$ cat config.mk
export PLATFORM = sky130hd
export DESIGN_NAME = mux_mul_core
export DESIGN_NICKNAME = d
export VERILOG_FILES = /design/src/rtl/mux_mul_pkg.sv /design/src/rtl/mux_mul_legs.sv /design/src/rtl/mux_mul_sel.sv /design/src/rtl/mux_mul_core.sv
export SDC_FILE = /design/constraint.sdc
export NUM_CORES = 1
export LEC_CHECK = 0
export BUFFER_PORTS_ARGS = -buffer_cell sky130_fd_sc_hd__buf_4
export CAP_MARGIN = 5
export CORE_AREA = 4 4 41 43
export DETAILED_ROUTE_END_ITERATION = 10
export DIE_AREA = 0 0 45 47
export GPL_ROUTABILITY_DRIVEN = 0
export SLEW_MARGIN = 20
export SYNTH_ARGS = -nofsm -noshare
export SYNTH_HDL_FRONTEND = slang
export SYNTH_SLANG_ARGS = --single-unit
$ cat constraint.sdc
create_clock -name vclk -period 4.94
set_input_delay 0.247 -clock vclk [all_inputs]
set_output_delay 0.247 -clock vclk [all_outputs]
set_load 0.02 [all_outputs]
$ cat src/rtl/mux_mul_pkg.sv
// Package: shared variant type and width helpers for the select-coded multiplier.
// Assumes only the three listed variants are ever requested.
package mux_mul_pkg;

    typedef enum logic [1:0] {
        MUL_2X2 = 2'd0,
        MUL_3X2 = 2'd1,
        MUL_3X3 = 2'd2
    } mul_variant_e;

    // Width of the select (multiplicand) operand for a variant.
    function automatic int sel_width(input mul_variant_e v);
        return (v == MUL_3X3) ? 3 : 2;
    endfunction

    // Width of the multiplier operand for a variant.
    function automatic int opd_width(input mul_variant_e v);
        return (v == MUL_2X2) ? 2 : 3;
    endfunction

    // Full product width: sum of both operand widths.
    function automatic int prod_width(input mul_variant_e v);
        return sel_width(v) + opd_width(v);
    endfunction

endpackage

$ cat src/rtl/mux_mul_legs.sv
// Module: builds every mux data leg from the multiplier operand.
// Leg k is the sum of (operand << i) over each set bit i of k.
// Assumes P_W >= OPD_W + SEL_W, so that no shifted copy or sum loses a carry.
module mux_mul_legs #(
    parameter int SEL_W = 2,
    parameter int OPD_W = 2,
    parameter int P_W   = SEL_W + OPD_W,
    localparam int N_LEG = 1 << SEL_W
) (
    input  logic [OPD_W-1:0]            opd_i,
    output logic [N_LEG-1:0][P_W-1:0]   leg_o
);

    logic [P_W-1:0] opd_ext;

    // Widen the operand to the product width before any shift.
    always_comb opd_ext = {{(P_W-OPD_W){1'b0}}, opd_i};

    for (genvar k = 0; k < N_LEG; k++) begin : g_leg
        logic [SEL_W-1:0][P_W-1:0] term;

        for (genvar i = 0; i < SEL_W; i++) begin : g_term
            localparam bit USE_TERM = ((k >> i) & 1) == 1;
            if (USE_TERM) begin : g_on
                // Shifted copy that this leg includes.
                always_comb term[i] = opd_ext << i;
            end else begin : g_off
                // Shifted copy that this leg leaves out.
                always_comb term[i] = '0;
            end
        end

        // Sum the selected shifted copies into the leg value.
        always_comb begin
            leg_o[k] = '0;
            for (int i = 0; i < SEL_W; i++) begin
                leg_o[k] = leg_o[k] + term[i];
            end
        end
    end

endmodule

$ cat src/rtl/mux_mul_sel.sv
// Module: select-coded mux that returns one precomputed leg.
// Assumes leg 0 carries zero; the assertion below guards that contract.
module mux_mul_sel #(
    parameter int SEL_W = 2,
    parameter int P_W   = 4,
    localparam int N_LEG = 1 << SEL_W
) (
    input  logic [SEL_W-1:0]            sel_i,
    input  logic [N_LEG-1:0][P_W-1:0]   leg_i,
    output logic [P_W-1:0]              y_o
);

    // Pass the leg addressed by the select code.
    always_comb y_o = leg_i[sel_i];

    // Zero select must yield zero from the leg builder.
    always_comb begin
        p_zero_sel_r2: assert (!(sel_i == '0) || (y_o == '0))
            else $error("zero select gave nonzero output");
    end

endmodule

$ cat src/rtl/mux_mul_core.sv
// Module: top of the select-coded narrow unsigned multiplier.
// The multiplicand drives the mux select; the legs come from the multiplier.
// Purely combinational; widths follow the VARIANT parameter.
module mux_mul_core
    import mux_mul_pkg::*;
#(
    parameter mul_variant_e VARIANT = MUL_3X3,
    localparam int SEL_W = sel_width(VARIANT),
    localparam int OPD_W = opd_width(VARIANT),
    localparam int P_W   = prod_width(VARIANT),
    localparam int N_LEG = 1 << SEL_W
) (
    input  logic [SEL_W-1:0] mcand_i,
    input  logic [OPD_W-1:0] mplier_i,
    output logic [P_W-1:0]   prod_o
);

    logic [N_LEG-1:0][P_W-1:0] legs;

    mux_mul_legs #(
        .SEL_W (SEL_W),
        .OPD_W (OPD_W),
        .P_W   (P_W)
    ) u_legs (
        .opd_i (mplier_i),
        .leg_o (legs)
    );

    mux_mul_sel #(
        .SEL_W (SEL_W),
        .P_W   (P_W)
    ) u_sel (
        .sel_i (mcand_i),
        .leg_i (legs),
        .y_o   (prod_o)
    );

    // Port-level checks of the product against its operands.
    always_comb begin
        p_zero_mcand_r2: assert (!(mcand_i == '0) || (prod_o == '0))
            else $error("zero multiplicand gave nonzero product");
        p_unity_r3: assert (!(mcand_i == SEL_W'(1)) || (prod_o == P_W'(mplier_i)))
            else $error("unit multiplicand did not pass multiplier");
        p_zero_mplier_r9: assert (!(mplier_i == '0) || (prod_o == '0))
            else $error("zero multiplier gave nonzero product");
        p_lsb_r7: assert (prod_o[0] == (mcand_i[0] & mplier_i[0]))
            else $error("product lsb wrong");
    end

endmodule

==> impl_table.tex <==
\begin{tabular}{lr}
\hline
Metric & Value \\
\hline
\multicolumn{2}{l}{\textbf{Global routing}} \\
\quad Total gr overflow & 0 \\
\quad Largest net degree at the start of global routing & 14 \\
\quad Number of global-route vias before repair & 305 \\
\quad First-pass GRT wire length & 1450 microns \\
\quad Overall Global Routing Usage & 0.0872 \\
\quad Number of antenna violations at the first check in global routing & 0 \\
\multicolumn{2}{l}{\textbf{Yosys}} \\
\quad Number of nets produced by synthesis & 56 \\
\quad Post-synthesis sequential area ratio & 0 \\
\quad Yosys top cell area share & 0.201 \\
\quad Avg Inst Size Synth & between 8 and 9 sq um \\
\quad Cell taking the most area after synthesis & ha\_1 \\
\quad Area of the mapped netlist & approximately 370 sq um \\
\quad Yosys Warn Count & 0 \\
\quad Leading post-synthesis cells by cell area & ha\_1 20\%, mux4\_2 12\%, fa\_1 11\% \\
\quad Count of mapped cells out of synthesis & 42 \\
\quad Cell variety after synth & 25 \\
\multicolumn{2}{l}{\textbf{Final layout}} \\
\quad Leading cell types in the layout, fill and taps excluded & 12 x buf\_4, 6 x ha\_1, 4 x nand2\_1, 3 x a21oi\_1 \\
\quad Antenna diode count & 0 \\
\quad Register Area & 0 sq um \\
\quad Count of clock buffers in the final design & 0 \\
\quad Most common library cell in the layout ignoring fill and taps & buf\_4 \\
\quad Final net count & slightly below 70 \\
\quad Number of sequential cells in the layout & 0 \\
\quad Fraction of final layout cells sized beyond drive strength 1 & 0.327 \\
\quad Number of cells in the finished layout apart from fillers & between 60 and 70 \\
\quad Layout filler cell count & approximately 150 \\
\quad Layout-stage area growth over the synthesis result & 25.2\% \\
\multicolumn{2}{l}{\textbf{Routing}} \\
\quad Number of design-rule violations left by the first detailed-router iteration & 4 \\
\quad Number of remaining DRC errors & 0 \\
\quad Detailed-route via count & around 340 \\
\quad Final routed wirelength across all metal layers & between 700 and 800 microns \\
\quad Average via count per standard cell & around 5 \\
\quad Count of nets left with antenna violations after detail routing & 0 \\
\quad Routed wire per std cell & approximately 11 microns \\
\quad DR pass1 iterations & 4 \\
\multicolumn{2}{l}{\textbf{Clocking}} \\
\quad Post-cts resize count & 0 \\
\quad Count of hold-fix buffers inserted at cts & 0 \\
\quad Setup Buffers After CTS & 0 \\
\multicolumn{2}{l}{\textbf{STA}} \\
\quad Final worst path period share & 0.557 \\
\quad Sum of negative setup slack & 0 ns \\
\quad Max Clk Rate & around 0.36 GHz \\
\quad Hold Vio Cnt, Final & 0 \\
\quad Minimum clock period & 2.75 ns \\
\quad Unrepaired setup endpoints after global routing & false \\
\quad Relative max-transition margin & 0.866 \\
\quad Least-Margin Pin Slew & 0.199 ns \\
\quad Final-report setup violation count & 0 \\
\quad Fin. max-slew vios & 0 \\
\multicolumn{2}{l}{\textbf{Setup path}} \\
\quad CP Data Required Time & around 4.7 ns \\
\quad Arrival time at the worst endpoint & 2.50 ns \\
\quad Startpoint type of the worst setup path & input pin \\
\quad Sort of element at the end of the critical path & output port \\
\quad Maximum fanout encountered on the critical timing path & 8 \\
\quad Worst Setup Path Type & input pin to output port \\
\quad Critical Path Start & mplier\_i[1] \\
\multicolumn{2}{l}{\textbf{Job}} \\
\quad MaxCap Viol Count & 0 \\
\multicolumn{2}{l}{\textbf{Floorplanning}} \\
\quad Height of the die & around 47 microns \\
\quad Number of I/O pins & 12 \\
\quad Starting utilization of the core area & 0.287 \\
\quad Die Outline Area & between 2000 and 2500 sq um \\
\quad FP Rows & 13 \\
\quad Horiz. Die Dim & roughly 45 microns \\
\quad Core area & between 1000 and 1500 sq um \\
\multicolumn{2}{l}{\textbf{Pwr}} \\
\quad Cell leakage power & $\sim$0.22 nW \\
\quad Power density over cell area & 116 nW/um\^{}2 \\
\quad VDD IR-drop max & 0.0447 mV \\
\multicolumn{2}{l}{\textbf{Worst hold path}} \\
\quad Class of the most critical hold timing path & input pin to output port \\
\quad Launch point of the worst hold path & mcand\_i[2] \\
\quad Number of cells traversed by the worst hold path & 3 \\
\multicolumn{2}{l}{\textbf{Placed design}} \\
\quad Number of cells after detailed placement & 67 \\
\quad Port Buf Inserts & 12 \\
\quad Placed wire-length estimate & between 600 and 700 microns \\
\multicolumn{2}{l}{\textbf{Status}} \\
\quad Result of the run & complete, no violations \\
\hline
\end{tabular}
-- final timing paths --
kind,end,slack [ns]
setup / recovery,prod_o[3],2.19
hold / removal,prod_o[2],0.84
-- synth_stat cells --
cell type	number
mux2i_1	1
a22oi_1	1
nor2_1	1
and2_2	1
a2bb2oi_1	1
ha_1	6
nand2b_1	2
nor2b_1	1
fa_1	2
mux4_2	2
o21ai_1	2
inv_1	2
a32o_1	1
a21bo_1	1
xor2_1	1
a211o_1	1
a21oi_1	3
mux2_2	1
nand2_1	4
buf_4	2
nand3_1	1
xnor2_1	2
nand3b_1	1
o22ai_1	1
nand2b_2	1
-- where the power goes --
part | internal (mW) | switching [mW]
Sequential | 0 | 0
Combinational | 0.0273 | 0.0271
Clock | 0 | 0
-- through the flow --
step | power, mW | utilization | setup slack, ns | hold slack, ns | area [sq um]
after floorplan | 0.0358 | - | 2.50 | 0.639 | 373
after global placement | 0.0541 | 0.359 | 2.19 | 0.842 | 467
after detailed placement | 0.0551 | 0.359 | 2.18 | 0.844 | 467
after CTS | 0.0552 | 0.359 | 2.18 | 0.844 | 467
after global routing | 0.0622 | 0.359 | 2.04 | 0.877 | 467
final | 0.0543 | 0.359 | 2.19 | 0.837 | 467
-- cell families (layout without fill, tap and decap cells) --
kind of cell,count (synthesis),after routing,share of synthesized area
fa+ha+maj,8,8,0.309
buf+inv,4,14,0.0604
simple gates,12,12,0.178
xor+xnor,3,3,0.0705
compound gates,11,11,0.205
mux,4,4,0.178
-- critical path: stages --
cell and delay, ns:
buf_4 0.15, ha_1 0.19, fa_1 0.41, xnor2_1 0.21, inv_1 0.09, fa_1 0.46, mux4_2 0.47, nand2_1 0.07
o21ai_1 0.05, buf_4 0.15
-- final cells by class --
class | count | area (sq um) | area share
Tap cell | 15 | 18.8 | 0.0402
Timing Repair Buffer | 12 | 90.1 | 0.193
Multi-Input combinational cell | 38 | 350 | 0.751
Inverter | 2 | 7.51 | 0.0161
-- metal layers --
| layer | vias to the layer above | GRT usage | part of all wire |
|---|---|---|---|
| li1 | 174 | - | - |
| met1 | 155 | 0.131 | 0.46 |
| met2 | 8 | 0.147 | 0.48 |
| met3 | 0 | 0.00383 | 0.051 |
| met4 | 0 | 0 | 0 |
| met5 | - | 0 | 0 |
(Power assumes the default switching activity.)
